**src/rtl/cmdseq_pkg.sv**
```systemverilog
package cmdseq_pkg;

   typedef enum logic [2:0] {
      S_IDLE,
      S_KEY1,
      S_KEY2,
      S_TARGET,
      S_EXT1,
      S_EXT2,
      S_EXT3
   } seq_t;

   typedef struct packed {
      logic erase;
      logic prog;
      logic lock;
      logic id_in;
      logic id_out;
   } evt_t;

   localparam logic [7:0]  CODE_KEY1   = 8'hAA;
   localparam logic [7:0]  CODE_KEY2   = 8'h55;
   localparam logic [7:0]  OP_PROGRAM  = 8'hA0;
   localparam logic [7:0]  OP_EXTEND   = 8'h80;
   localparam logic [7:0]  OP_ID_IN    = 8'h90;
   localparam logic [7:0]  OP_ID_OUT   = 8'hF0;
   localparam logic [7:0]  OP_ERASE    = 8'h10;
   localparam logic [7:0]  OP_LOCK     = 8'h40;
   localparam logic [15:0] ADDR_KEY1   = 16'h5555;
   localparam logic [15:0] ADDR_KEY2   = 16'h2AAA;

endpackage

```
**src/rtl/cmdseq_match.sv**
```systemverilog
module cmdseq_match #(
   parameter int unsigned ADDR_W  = 16,
   parameter int unsigned MATCH_W = 16,
   parameter logic [ADDR_W-1:0] KEY1 = '0,
   parameter logic [ADDR_W-1:0] KEY2 = '0
) (
   input  logic [ADDR_W-1:0] addr,
   output logic              at_key1,
   output logic              at_key2
);

   generate
      if (MATCH_W >= ADDR_W) begin : g_full
         assign at_key1 = (addr == KEY1);
         assign at_key2 = (addr == KEY2);
      end else begin : g_partial
         assign at_key1 = (addr[MATCH_W-1:0] == KEY1[MATCH_W-1:0]);
         assign at_key2 = (addr[MATCH_W-1:0] == KEY2[MATCH_W-1:0]);
      end
   endgenerate

endmodule

```
**src/rtl/cmdseq_fsm.sv**
```systemverilog
module cmdseq_fsm
   import cmdseq_pkg::*;
#(
   parameter int unsigned DATA_W = 8
) (
   input  logic              clk,
   input  logic              rst_n,
   input  logic              take,
   input  logic              busy,
   input  logic              at_key1,
   input  logic              at_key2,
   input  logic [DATA_W-1:0] data,
   output evt_t              evt
);

   localparam logic [DATA_W-1:0] K1  = DATA_W'(CODE_KEY1);
   localparam logic [DATA_W-1:0] K2  = DATA_W'(CODE_KEY2);
   localparam logic [DATA_W-1:0] PRG = DATA_W'(OP_PROGRAM);
   localparam logic [DATA_W-1:0] EXT = DATA_W'(OP_EXTEND);
   localparam logic [DATA_W-1:0] IDI = DATA_W'(OP_ID_IN);
   localparam logic [DATA_W-1:0] IDO = DATA_W'(OP_ID_OUT);
   localparam logic [DATA_W-1:0] ERS = DATA_W'(OP_ERASE);
   localparam logic [DATA_W-1:0] LCK = DATA_W'(OP_LOCK);

   seq_t st, nxt;

   always_comb begin
      nxt = st;
      evt = '0;
      if (busy) begin
         nxt = S_IDLE;
      end else if (take) begin
         nxt = S_IDLE;
         unique case (st)
            S_IDLE: begin
               if (at_key1 && data == K1)  nxt = S_KEY1;
               else if (data == IDO)       evt.id_out = 1'b1;
            end
            S_KEY1: if (at_key2 && data == K2) nxt = S_KEY2;
            S_KEY2: begin
               if (at_key1) begin
                  if (data == PRG)      nxt = S_TARGET;
                  else if (data == EXT) nxt = S_EXT1;
                  else if (data == IDI) evt.id_in  = 1'b1;
                  else if (data == IDO) evt.id_out = 1'b1;
               end
            end
            S_TARGET: evt.prog = 1'b1;
            S_EXT1: if (at_key1 && data == K1) nxt = S_EXT2;
            S_EXT2: if (at_key2 && data == K2) nxt = S_EXT3;
            S_EXT3: begin
               if (at_key1) begin
                  if (data == ERS)      evt.erase = 1'b1;
                  else if (data == LCK) evt.lock  = 1'b1;
               end
            end
            default: nxt = S_IDLE;
         endcase
      end
   end

   always_ff @(posedge clk) begin
      if (!rst_n) st <= S_IDLE;
      else        st <= nxt;
   end

   // a busy clock leaves no sequence behind
   p_busy_clears_r9: assert property (@(posedge clk) disable iff (!rst_n)
      busy |=> (st == S_IDLE));

   // the program target step is reached only from the third-cycle state
   p_target_entry_r2: assert property (@(posedge clk) disable iff (!rst_n)
      (st == S_TARGET && $past(st) != S_TARGET) |-> ($past(st) == S_KEY2));

   // the last extended step follows the repeated second key
   p_ext3_entry_r3: assert property (@(posedge clk) disable iff (!rst_n)
      (st == S_EXT3 && $past(st) != S_EXT3) |-> ($past(st) == S_EXT2));

endmodule

```
**src/rtl/cmdseq_regs.sv**
```systemverilog
module cmdseq_regs
   import cmdseq_pkg::*;
#(
   parameter int unsigned ADDR_W = 16,
   parameter int unsigned DATA_W = 8
) (
   input  logic              clk,
   input  logic              rst_n,
   input  evt_t              evt,
   input  logic [ADDR_W-1:0] addr,
   input  logic [DATA_W-1:0] data,
   output logic              req_erase,
   output logic              req_prog,
   output logic              req_lock,
   output logic              req_id_enter,
   output logic              req_id_exit,
   output logic              id_mode,
   output logic [ADDR_W-1:0] prog_addr,
   output logic [DATA_W-1:0] prog_data
);

   always_ff @(posedge clk) begin
      if (!rst_n) begin
         req_erase    <= 1'b0;
         req_prog     <= 1'b0;
         req_lock     <= 1'b0;
         req_id_enter <= 1'b0;
         req_id_exit  <= 1'b0;
         id_mode      <= 1'b0;
         prog_addr    <= '0;
         prog_data    <= '0;
      end else begin
         req_erase    <= evt.erase;
         req_prog     <= evt.prog;
         req_lock     <= evt.lock;
         req_id_enter <= evt.id_in;
         req_id_exit  <= evt.id_out;
         if (evt.id_in)       id_mode <= 1'b1;
         else if (evt.id_out) id_mode <= 1'b0;
         if (evt.prog) begin
            prog_addr <= addr;
            prog_data <= data;
         end
      end
   end

   p_one_request_r10: assert property (@(posedge clk) disable iff (!rst_n)
      $onehot0({req_erase, req_prog, req_lock, req_id_enter, req_id_exit}));

   p_erase_pulse_r10: assert property (@(posedge clk) disable iff (!rst_n)
      (req_erase || req_lock) |=> !(req_erase || req_lock));

   p_prog_hold_r11: assert property (@(posedge clk) disable iff (!rst_n)
      !req_prog |-> ($stable(prog_addr) && $stable(prog_data)));

   p_enter_sets_mode_r5: assert property (@(posedge clk) disable iff (!rst_n)
      req_id_enter |-> id_mode);

   p_exit_clears_mode_r6: assert property (@(posedge clk) disable iff (!rst_n)
      req_id_exit |-> !id_mode);

endmodule

```
**src/rtl/cmdseq_decoder.sv**
```systemverilog
module cmdseq_decoder
   import cmdseq_pkg::*;
#(
   parameter int unsigned ADDR_W  = 16,
   parameter int unsigned DATA_W  = 8,
   parameter int unsigned MATCH_W = ADDR_W,
   parameter logic [ADDR_W-1:0] KEY1_ADDR = ADDR_W'(ADDR_KEY1),
   parameter logic [ADDR_W-1:0] KEY2_ADDR = ADDR_W'(ADDR_KEY2)
) (
   input  logic              clk,
   input  logic              rst_n,
   input  logic              wr_stb,
   input  logic [ADDR_W-1:0] wr_addr,
   input  logic [DATA_W-1:0] wr_data,
   input  logic              eng_busy,
   output logic              wr_accept,
   output logic              req_erase,
   output logic              req_prog,
   output logic              req_lock,
   output logic              req_id_enter,
   output logic              req_id_exit,
   output logic              id_mode,
   output logic [ADDR_W-1:0] prog_addr,
   output logic [DATA_W-1:0] prog_data
);

   initial begin
      a_data_width: assert (DATA_W >= 8)
         else $error("DATA_W must hold an 8-bit command code");
      a_match_width: assert (MATCH_W >= 1 && MATCH_W <= ADDR_W)
         else $error("MATCH_W must lie in 1..ADDR_W");
   end

   logic at_key1, at_key2;
   evt_t evt;

   assign wr_accept = wr_stb & ~eng_busy;

   cmdseq_match #(
      .ADDR_W (ADDR_W),
      .MATCH_W(MATCH_W),
      .KEY1   (KEY1_ADDR),
      .KEY2   (KEY2_ADDR)
   ) u_match (
      .addr   (wr_addr),
      .at_key1(at_key1),
      .at_key2(at_key2)
   );

   cmdseq_fsm #(.DATA_W(DATA_W)) u_fsm (
      .clk    (clk),
      .rst_n  (rst_n),
      .take   (wr_accept),
      .busy   (eng_busy),
      .at_key1(at_key1),
      .at_key2(at_key2),
      .data   (wr_data),
      .evt    (evt)
   );

   cmdseq_regs #(.ADDR_W(ADDR_W), .DATA_W(DATA_W)) u_regs (
      .clk         (clk),
      .rst_n       (rst_n),
      .evt         (evt),
      .addr        (wr_addr),
      .data        (wr_data),
      .req_erase   (req_erase),
      .req_prog    (req_prog),
      .req_lock    (req_lock),
      .req_id_enter(req_id_enter),
      .req_id_exit (req_id_exit),
      .id_mode     (id_mode),
      .prog_addr   (prog_addr),
      .prog_data   (prog_data)
   );

   // every request follows a strobe that was taken
   p_req_after_accept_r9: assert property (@(posedge clk) disable iff (!rst_n)
      (req_erase || req_prog || req_lock || req_id_enter || req_id_exit)
         |-> $past(wr_accept));

endmodule

```
**config.mk**
```make
export PLATFORM = sky130hd
export DESIGN_NAME = cmdseq_decoder
export DESIGN_NICKNAME = d
export VERILOG_FILES = /design/src/rtl/cmdseq_pkg.sv /design/src/rtl/cmdseq_match.sv /design/src/rtl/cmdseq_fsm.sv /design/src/rtl/cmdseq_regs.sv /design/src/rtl/cmdseq_decoder.sv
export SDC_FILE = /design/constraint.sdc
export NUM_CORES = 1
export LEC_CHECK = 0
export BUFFER_PORTS_ARGS = -buffer_cell sky130_fd_sc_hd__buf_2
export CORE_UTILIZATION = 40
export DETAILED_ROUTE_END_ITERATION = 10
export PLACE_DENSITY_LB_ADDON = 0.3
export SKIP_LAST_GASP = 1
export SLEW_MARGIN = 20
export SYNTH_ARGS = -nofsm -noshare
export SYNTH_HDL_FRONTEND = slang
export SYNTH_HIERARCHICAL = 1
export SYNTH_SLANG_ARGS = --single-unit
```
**constraint.sdc**
```tcl
create_clock -name clk -period 2.3 [get_ports clk]
set_clock_uncertainty 0.2 [all_clocks]
set_input_delay 0.575 -clock clk [delete_from_list [all_inputs] [get_ports clk]]
set_output_delay 0.575 -clock clk [all_outputs]
set_load 0.01 [all_outputs]
```
Word level (Yosys, flattened, before mapping)
Cells that the tools add are included.
{"block": "totals", "reg_bits": 33, "in_bits": 28, "out_inout_bits": 31, "wordCells": 65}
{"block": "op_classes", "n_eq_ne": 16, "muxes": 27, "bitwise_logic": 6, "reduce_logical": 7}
{"operator": "8-bit equality test, second input constant", "count": 5}
{"operator": "16-bit by 14-bit equality test with 1-bit output, second input constant", "count": 1}
{"operator": "16-bit by 15-bit equality test with 1-bit output, second input constant", "count": 1}
{"operator": "8-bit by 7-bit equality test with 1-bit output, second input constant", "count": 2}
{"operator": "3-bit two-way mux", "count": 5}
{"operator": "3-bit one-hot mux with 5 select lines", "count": 1}
{"operator": "1-bit two-way mux", "count": 14}
{"operator": "3-bit equality test, second input constant", "count": 3}
{"operator": "8-bit by 5-bit equality test with 1-bit output, second input constant", "count": 1}
{"operator": "2-bit two-way mux", "count": 4}
{"operator": "4-bit two-way mux", "count": 2}
{"operator": "3-bit by 2-bit equality test with 1-bit output, second input constant", "count": 2}
{"operator": "6-bit OR reduction", "count": 1}
{"operator": "1-bit NOT", "count": 5}
{"operator": "5-bit OR reduction", "count": 1}
{"operator": "3-bit by 1-bit equality test with 1-bit output, second input constant", "count": 1}
{"operator": "3-bit logical NOT", "count": 1}
{"operator": "1-bit logical AND", "count": 2}
{"operator": "1-bit one-hot mux with 2 select lines", "count": 1}
{"operator": "2-bit nonzero test", "count": 1}
{"operator": "2-bit OR reduction", "count": 1}
{"operator": "1-bit bitwise AND", "count": 1}

Depth between registers and ports, before layout
Gate-level depths: netlist (run 1).
{"block": "depth", "word_depth": 11, "ltp_mapped": 7, "mapped_depth_nobuf": 7}

Cells and area by module
The synthesis (run 1) kept the hierarchy.
{"mod": "cmdseq_regs", "instances": 1, "cells_each": 91, "area_per_inst_um2": 1098.6, "seq_area_each_um2": 600.6}
{"mod": "cmdseq_fsm", "instances": 1, "cells_each": 41, "area_per_inst_um2": 300.3, "seq_area_each_um2": 60.1}
{"mod": "cmdseq_match", "instances": 1, "cells_each": 10, "area_per_inst_um2": 105.1, "seq_area_each_um2": 0.0}
{"mod": "cmdseq_decoder", "instances": 1, "cells_each": 1, "area_per_inst_um2": 13.8, "seq_area_each_um2": 0.0}

Worst setup path after synthesis (run 1)
Ideal clock, no wire load.
{"block": "synth_timing", "path_kind": "input -> register", "startpoint": "in wr_addr[11]", "endpoint": "reg u_regs.req_erase", "setup_time_ns": 0.059, "arrival_ns": 2.205, "t_required_ns": 2.041, "setup_slack_ns": -0.164, "stages": 7, "n_path_buf": 0, "cell_sequence": "or4b_1 > nor4_2 > and2_1 > and2_1 > nand4_1 > and4bb_2 > and2_1"}
{"block": "synth_between", "elab_chain_cells": 3}
{"element": "from (decl)", "line_no": "cmdseq_decoder.sv:13", "rtl": "input logic [ADDR_W-1:0] wr_addr,"}
{"element": "16-bit by 15-bit equality test with 1-bit output", "line_no": "cmdseq_match.sv:14", "rtl": "assign at_key1 = (addr == KEY1);"}
{"element": "via at_key1", "line_no": "cmdseq_decoder.sv:34", "rtl": "logic at_key1, at_key2;"}
{"element": "1-bit NOT (no source line)"}
{"element": "5-bit OR reduction (no source line)"}
{"element": "to (signal assigned)", "line_no": "cmdseq_regs.sv:33", "rtl": "req_erase <= evt.erase;"}
{"element": "to (decl)", "line_no": "cmdseq_regs.sv:12", "rtl": "output logic req_erase,"}
The timed path passes the listed nets, and every way through them passes these cells.
A chain may end at the register's enable or synchronous reset.

Worst setup path in the final report (run 1)
{"block": "layout_timing", "startpoint": "in wr_addr[3]", "endpoint": "reg u_regs.req_erase"}
The elaborated chain is that of the path after synthesis.

==> impl_metrics.yaml, run 1 <==
outcome:
  status: "finished, final reports clean"
sta:
  worstMarginPinSlew_ns: 0.304
  min_period_ns: 2.28
  hold_viol: 0
  slew_headroom_pct: 79.7
  maxSlewViolCount: 0
  setup_viol: 0
  fmax_mhz: 438
  setup-tns-final_ns: 0
  fin_crit_sh_pct: 99.3
  rsz0062_at_grt: "yes"
yosys:
  syn_nets: 171
  yosysSeqAreaShare_pct: 43.5
  synth_cell_types: 35
  netlist_area_mm2: 0.00152
  syn_avg_cell_area_um2: 10.6
  ys_ff_latch: 33
  yosysWarnings: 6
  syn-instance-count: 143
drt:
  drt_iter0_drc: 57
  vias: 1347
  drc: 0
  detail_route.wl_per_cell_um: 13.5
  drt-total-wl_um: 3620
  viasPerCell: 5.04
  first_pass_iters: 4
  ant_nets: 0
global_routing:
  met1_usage_pct: 22.9
  grt_first_pass_wirelength_um: 5930
  busiest_layer: "met2"
  antenna_found_initial: 0
  use_met2_pct: 31.5
  overflow: 0
  grt_pass1_vias: 1307
  grt_max_degree: 24
  use_met3_pct: 7.79
  gr-usage-all-layers_pct: 19.7
power:
  power_density_mw_per_mm2: 524
  report.power.total_uw: 1070
  peakVddDrop_mv: 0.537
  cellLeakagePower_uw: 0.000860
floorplanning:
  rows: 22
  die_w_um: 63.6
  boundaryPins: 59
  fp.dieH_um: 63.6
  floorplan.initialDensity_pct: 41.5
  fp.coreArea_mm2: 0.00366
  design.die.area_mm2: 0.00404
final_layout:
  layout_commonest_cell: "buf_2"
  diodes: 0
  drive_gt1_share_pct: 40.2
  syn_to_final_growth_pct: 34.8
  num-nets-final: 246
  final_cell_mix: "56 x buf_2, 33 x dfxtp_1, 26 x nor2b_1, 24 x mux2i_1, 15 x buf_4"
clock_tree:
  cts_buffer_depth: 2
  clock_sinks: 33
  path_clk_slew_ns: 0.07
  numCtsBuffers: 5
  cts_root_buf: "clkbuf_8"
  hold_buffers: 0
  insertion_delay_ns: 0.28
  htreeDepth: 2
  cts_tree: "yes"
place:
  gp_congestion: 0.955
  numPortBuffers: 58
  hpwl_um: 2730
worst_setup_path:
  worstPathArrival_ns: 2.31
  crit_fanout: 2
  critical_path_class: "primary input to flop"
  startpoint_type: "primary input"
  required_ns: 2.32
  cp-end-kind: "flop"
min_path:
  hold_class: "flop to flop"
job:
  maxCapViolations: 0
logic make-up (layout without fill, tap and decap cells):
group	count (synthesis)	after routing	synth area share, %
DFF	33	33	43.5
AOI/OAI and AO/OA	9	9	4.29
muxes	24	24	15.8
and+or+nand+nor	70	70	32.0
buffers and inverters	7	83	4.37
final timing paths:
path                                            end  slack [ns]                 from  cells past startpoint
worst max-delay path               u_regs/req_erase        0.02           wr_addr[3]                      8
worst min-delay path            u_regs/prog_data[2]        0.31  u_regs/prog_data[2]                      2
worst max register to register       u_regs/id_mode        0.70          u_fsm/st[2]                      6
worst min register to register  u_regs/prog_data[2]        0.31  u_regs/prog_data[2]                      2
state kept, by name, indices dropped and copies added, names as in the netlist:
signal / cells
u_regs/req_id_exit: 1
u_regs/prog_addr: 16
u_regs/req_lock: 1
u_regs/id_mode: 1
u_fsm/st: 3
u_regs/req_erase: 1
u_regs/req_id_enter: 1
u_regs/req_prog: 1
u_regs/prog_data: 8
worst max-delay path: stages:
cell	delay, ns
buf_6	0.09
or4b_4	0.54
nor4_4	0.29
and2_1	0.18
and2_1	0.12
nand4_1	0.09
and4bb_2	0.30
and2_1	0.12
routing by layer:
metal | share of wire, % | routed length, µm | up-vias
met5 | 0 | 0 | -
met4 | 0.80 | 29 | 0
met3 | 8.0 | 289 | 2
met2 | 49 | 1770 | 58
met1 | 42 | 1530 | 629
li1 | - | - | 658
synth_stat cells, drive strengths merged:
| master | number | area, µm² |
|---|---|---|
| o311a | 1 | 10.0 |
| nand4b | 2 | 17.5 |
| nor3 | 4 | 25.0 |
| nand4bb | 2 | 22.5 |
| nand2 | 3 | 11.3 |
| or4 | 1 | 7.51 |
| nor3b | 1 | 7.51 |
| buf | 3 | 51.3 |
| or4bb | 2 | 22.5 |
| nand3 | 4 | 20.0 |
| inv | 1 | 3.75 |
| dfxtp | 33 | 661 |
| and4b | 2 | 20.0 |
| o211ai | 1 | 7.51 |
| clkbuf | 3 | 11.3 |
| or4b | 1 | 10.0 |
| nor2 | 5 | 18.8 |
| o31a | 1 | 8.76 |
| and3 | 1 | 6.26 |
| o2bb2ai | 1 | 8.76 |
| nor4 | 2 | 25.0 |
| nand3b | 1 | 7.51 |
| nand4 | 3 | 18.8 |
| nor2b | 27 | 176 |
| a21oi | 1 | 5.00 |
| mux2i | 24 | 240 |
| o21a | 1 | 7.51 |
| o21ai | 2 | 10.0 |
| a21o | 1 | 7.51 |
| and2 | 7 | 43.8 |
| and4bb | 2 | 25.0 |
per-stage QoR:
| stage | cells | hold WS (ns) | instance area, µm² | setup WS (ns) | utilization [%] |
|---|---|---|---|---|---|
| after CTS | 266 | 0.316 | 2010 | 0.0138 | 55.0 |
| after global placement | 258 | 0.290 | 1930 | -0.227 | 52.7 |
| after floorplan | 143 | 0.260 | 1520 | -0.118 | - |
| after global routing | 267 | 0.344 | 2050 | -0.0648 | 55.9 |
| final | 267 | 0.311 | 2050 | 0.0163 | 55.9 |
| after detailed placement | 258 | 0.303 | 1930 | -0.287 | 52.7 |
final cells by class:
type | count | area [µm²]
inverter | 1 | 3.75
multi-input combinational | 103 | 803
sequential | 33 | 661
fill | 350 | 1620
timing repair buffer | 74 | 435
tap | 48 | 60.1
clock inverter | 2 | 10.0
clock buffer | 6 | 72.6
report_power, final:
group | total, µW | switching [µW] | internal, µW
clock network | 408 | 199 | 209
logic | 91.5 | 43.5 | 48.0
registers | 571 | 0.000987 | 571
timing repair:
action                     4_1_cts  5_1_grt
setup endpoints to repair        0        2
gates resized for setup          0        4
buffers inserted                 0        1
(Power assumes the default switching activity.)
==> run 2, diff against run 1 <==
CELL_PAD_IN_SITES_DETAIL_PLACEMENT = 0   (was unset)
CELL_PAD_IN_SITES_GLOBAL_PLACEMENT = 1   (was unset)
CORE_UTILIZATION = 32   (was 40)
MAX_ROUTING_LAYER = met4   (was unset)
==> impl_metrics.yaml, run 2 (synthesized netlist as in run 1, its figures left out) <==
worst_setup_path:
  worstPathArrival_ns: 2.30
  startpoint_type: "primary input"
  cpLargestDelayFamily: "simple AND/OR/NAND/NOR gates"
  slowest_stage: "or4b_4"
  crit_fanout: 2
  required_ns: 2.33
  critical_path_class: "primary input to flop"
  path_cells: "buf_6 > or4b_4 > nor4_4 > and2_4 > and2_1 > nand4_1 > and4bb_2 > and2_1"
  crit_path_frequent_cell: "and2_1"
  crit_path_max_incr_delay_ns: 0.55
  path_buf_inv: 1
  cp-end-kind: "flop"
drt:
  drc: 0
  viasPerCell: 5.19
  vias: 1396
  ant_nets: 0
  detail_route.wl_per_cell_um: 14.8
  first_pass_iters: 6
  drt-total-wl_um: 3980
  drt_iter0_drc: 188
final_layout:
  diodes: 0
  syn_to_final_growth_pct: 33.9
  largest_reg_flops: 16
  top_regs: "u_regs/prog_addr (16), u_regs/prog_data (8), u_fsm/st (3)"
  num-nets-final: 244
  layout_commonest_cell: "buf_2"
  drive_gt1_share_pct: 40.1
  fillCellCount: 457
  final_cells: 269
  top_register: "u_regs/prog_addr"
  final_cell_mix: "56 x buf_2, 33 x dfxtp_1, 26 x nor2b_1, 24 x mux2i_1, 14 x buf_4"
global_routing:
  gr-usage-all-layers_pct: 16.7
  grt_first_pass_wirelength_um: 6300
  overflow: 0
  grt_max_degree: 34
  busiest_layer: "met2"
  grt_pass1_vias: 1383
  use_met3_pct: 4.84
  met1_usage_pct: 18.5
  antenna_found_initial: 0
  use_met2_pct: 28.2
job:
  maxCapViolations: 0
clock_tree:
  cts_tree: "yes"
  path_clk_slew_ns: 0.07
  clock_sinks: 33
  htreeDepth: 2
  insertion_delay_ns: 0.28
  cts_buffer_depth: 2
  numCtsBuffers: 5
  cts_root_buf: "clkbuf_8"
sta:
  hold_viol: 0
  setup_viol: 0
  rsz0062_at_grt: "yes"
  slew_headroom_pct: 68.1
  fin_crit_sh_pct: 98.8
  worstMarginPinSlew_ns: 0.479
  setup-tns-final_ns: 0
  min_period_ns: 2.27
  fin_hold_ws_ns: 0.314
  maxSlewViolCount: 0
  fmax_mhz: 440
floorplanning:
  fp.coreArea_mm2: 0.00444
  die_w_um: 70.9
  boundaryPins: 59
  design.die.area_mm2: 0.00502
  fp.dieH_um: 70.9
  rows: 24
  floorplan.initialDensity_pct: 34.1
power:
  cellLeakagePower_uw: 0.000842
  peakVddDrop_mv: 0.257
  power_density_mw_per_mm2: 531
outcome:
  status: "finished, final reports clean"
place:
  hpwl_um: 2920
  dpl.cell_count: 260
  gp_congestion: 1.02
  numPortBuffers: 58
min_path:
  hold_class: "flop to flop"
## run 2: path summary, 6_finish.rpt
check                           cells past startpoint                   to  slack (ns)                start
worst max-delay path                                8     u_regs/req_erase        0.03           wr_addr[3]
worst min-delay path                                2  u_regs/prog_data[0]        0.31  u_regs/prog_data[0]
worst max register to register                      6       u_regs/id_mode        0.56          u_fsm/st[0]
worst min register to register                      2  u_regs/prog_data[0]        0.31  u_regs/prog_data[0]
## run 2: routing by layer
metal  vias up  wire (µm)
met1       651       1600
met5         -          0
met3        11        337
li1        656          -
met2        78       1970
met4         0         78
## run 2: worst min-delay path: cells and delay by family, from the launching register on
kind / cells / cell delay [ns]
AND/OR/NAND/NOR: 1 / 0.09
multiplexers: 1 / 0.06
flip-flops: 1 / 0.32
## run 2: area by class of cell
class,instances,area [µm²],area share (%)
Multi-Input combinational cell,103,815,40.1
Sequential cell,33,661,32.5
Timing Repair Buffer,72,408,20.1
Clock buffer,8,80.1,3.94
Tap cell,52,65.1,3.20
Inverter,1,3.75,0.185
## run 2: what timing repair did
| item | in CTS | in global routing |
|---|---|---|
| resized for setup | 2 | 5 |
| hold buffers | 0 | 0 |
| setup endpoints to repair | 1 | 4 |
| setup buffers | 0 | 1 |
| pin swaps | 2 | 3 |
## run 2: stage by stage
step	setup slack, ns	total power [µW]	util, %	cell area (µm²)
floorplan	-0.118	612	-	1520
global route	-0.0609	1130	45.7	2030
finish	0.0270	1080	45.7	2030
CTS	0.0286	1090	45.0	2000
global placement	-0.260	667	42.9	1910
detailed placement	-0.315	670	42.9	1910
## run 2: where the power goes
group / internal (µW) / switching [µW] / leakage [µW]
Combinational: 47.1 / 44.4 / 0.000537
Clock: 215 / 202 / 0.0000395
Sequential: 571 / 0.00106 / 0.000266
Total: 833 / 246 / 0.000842
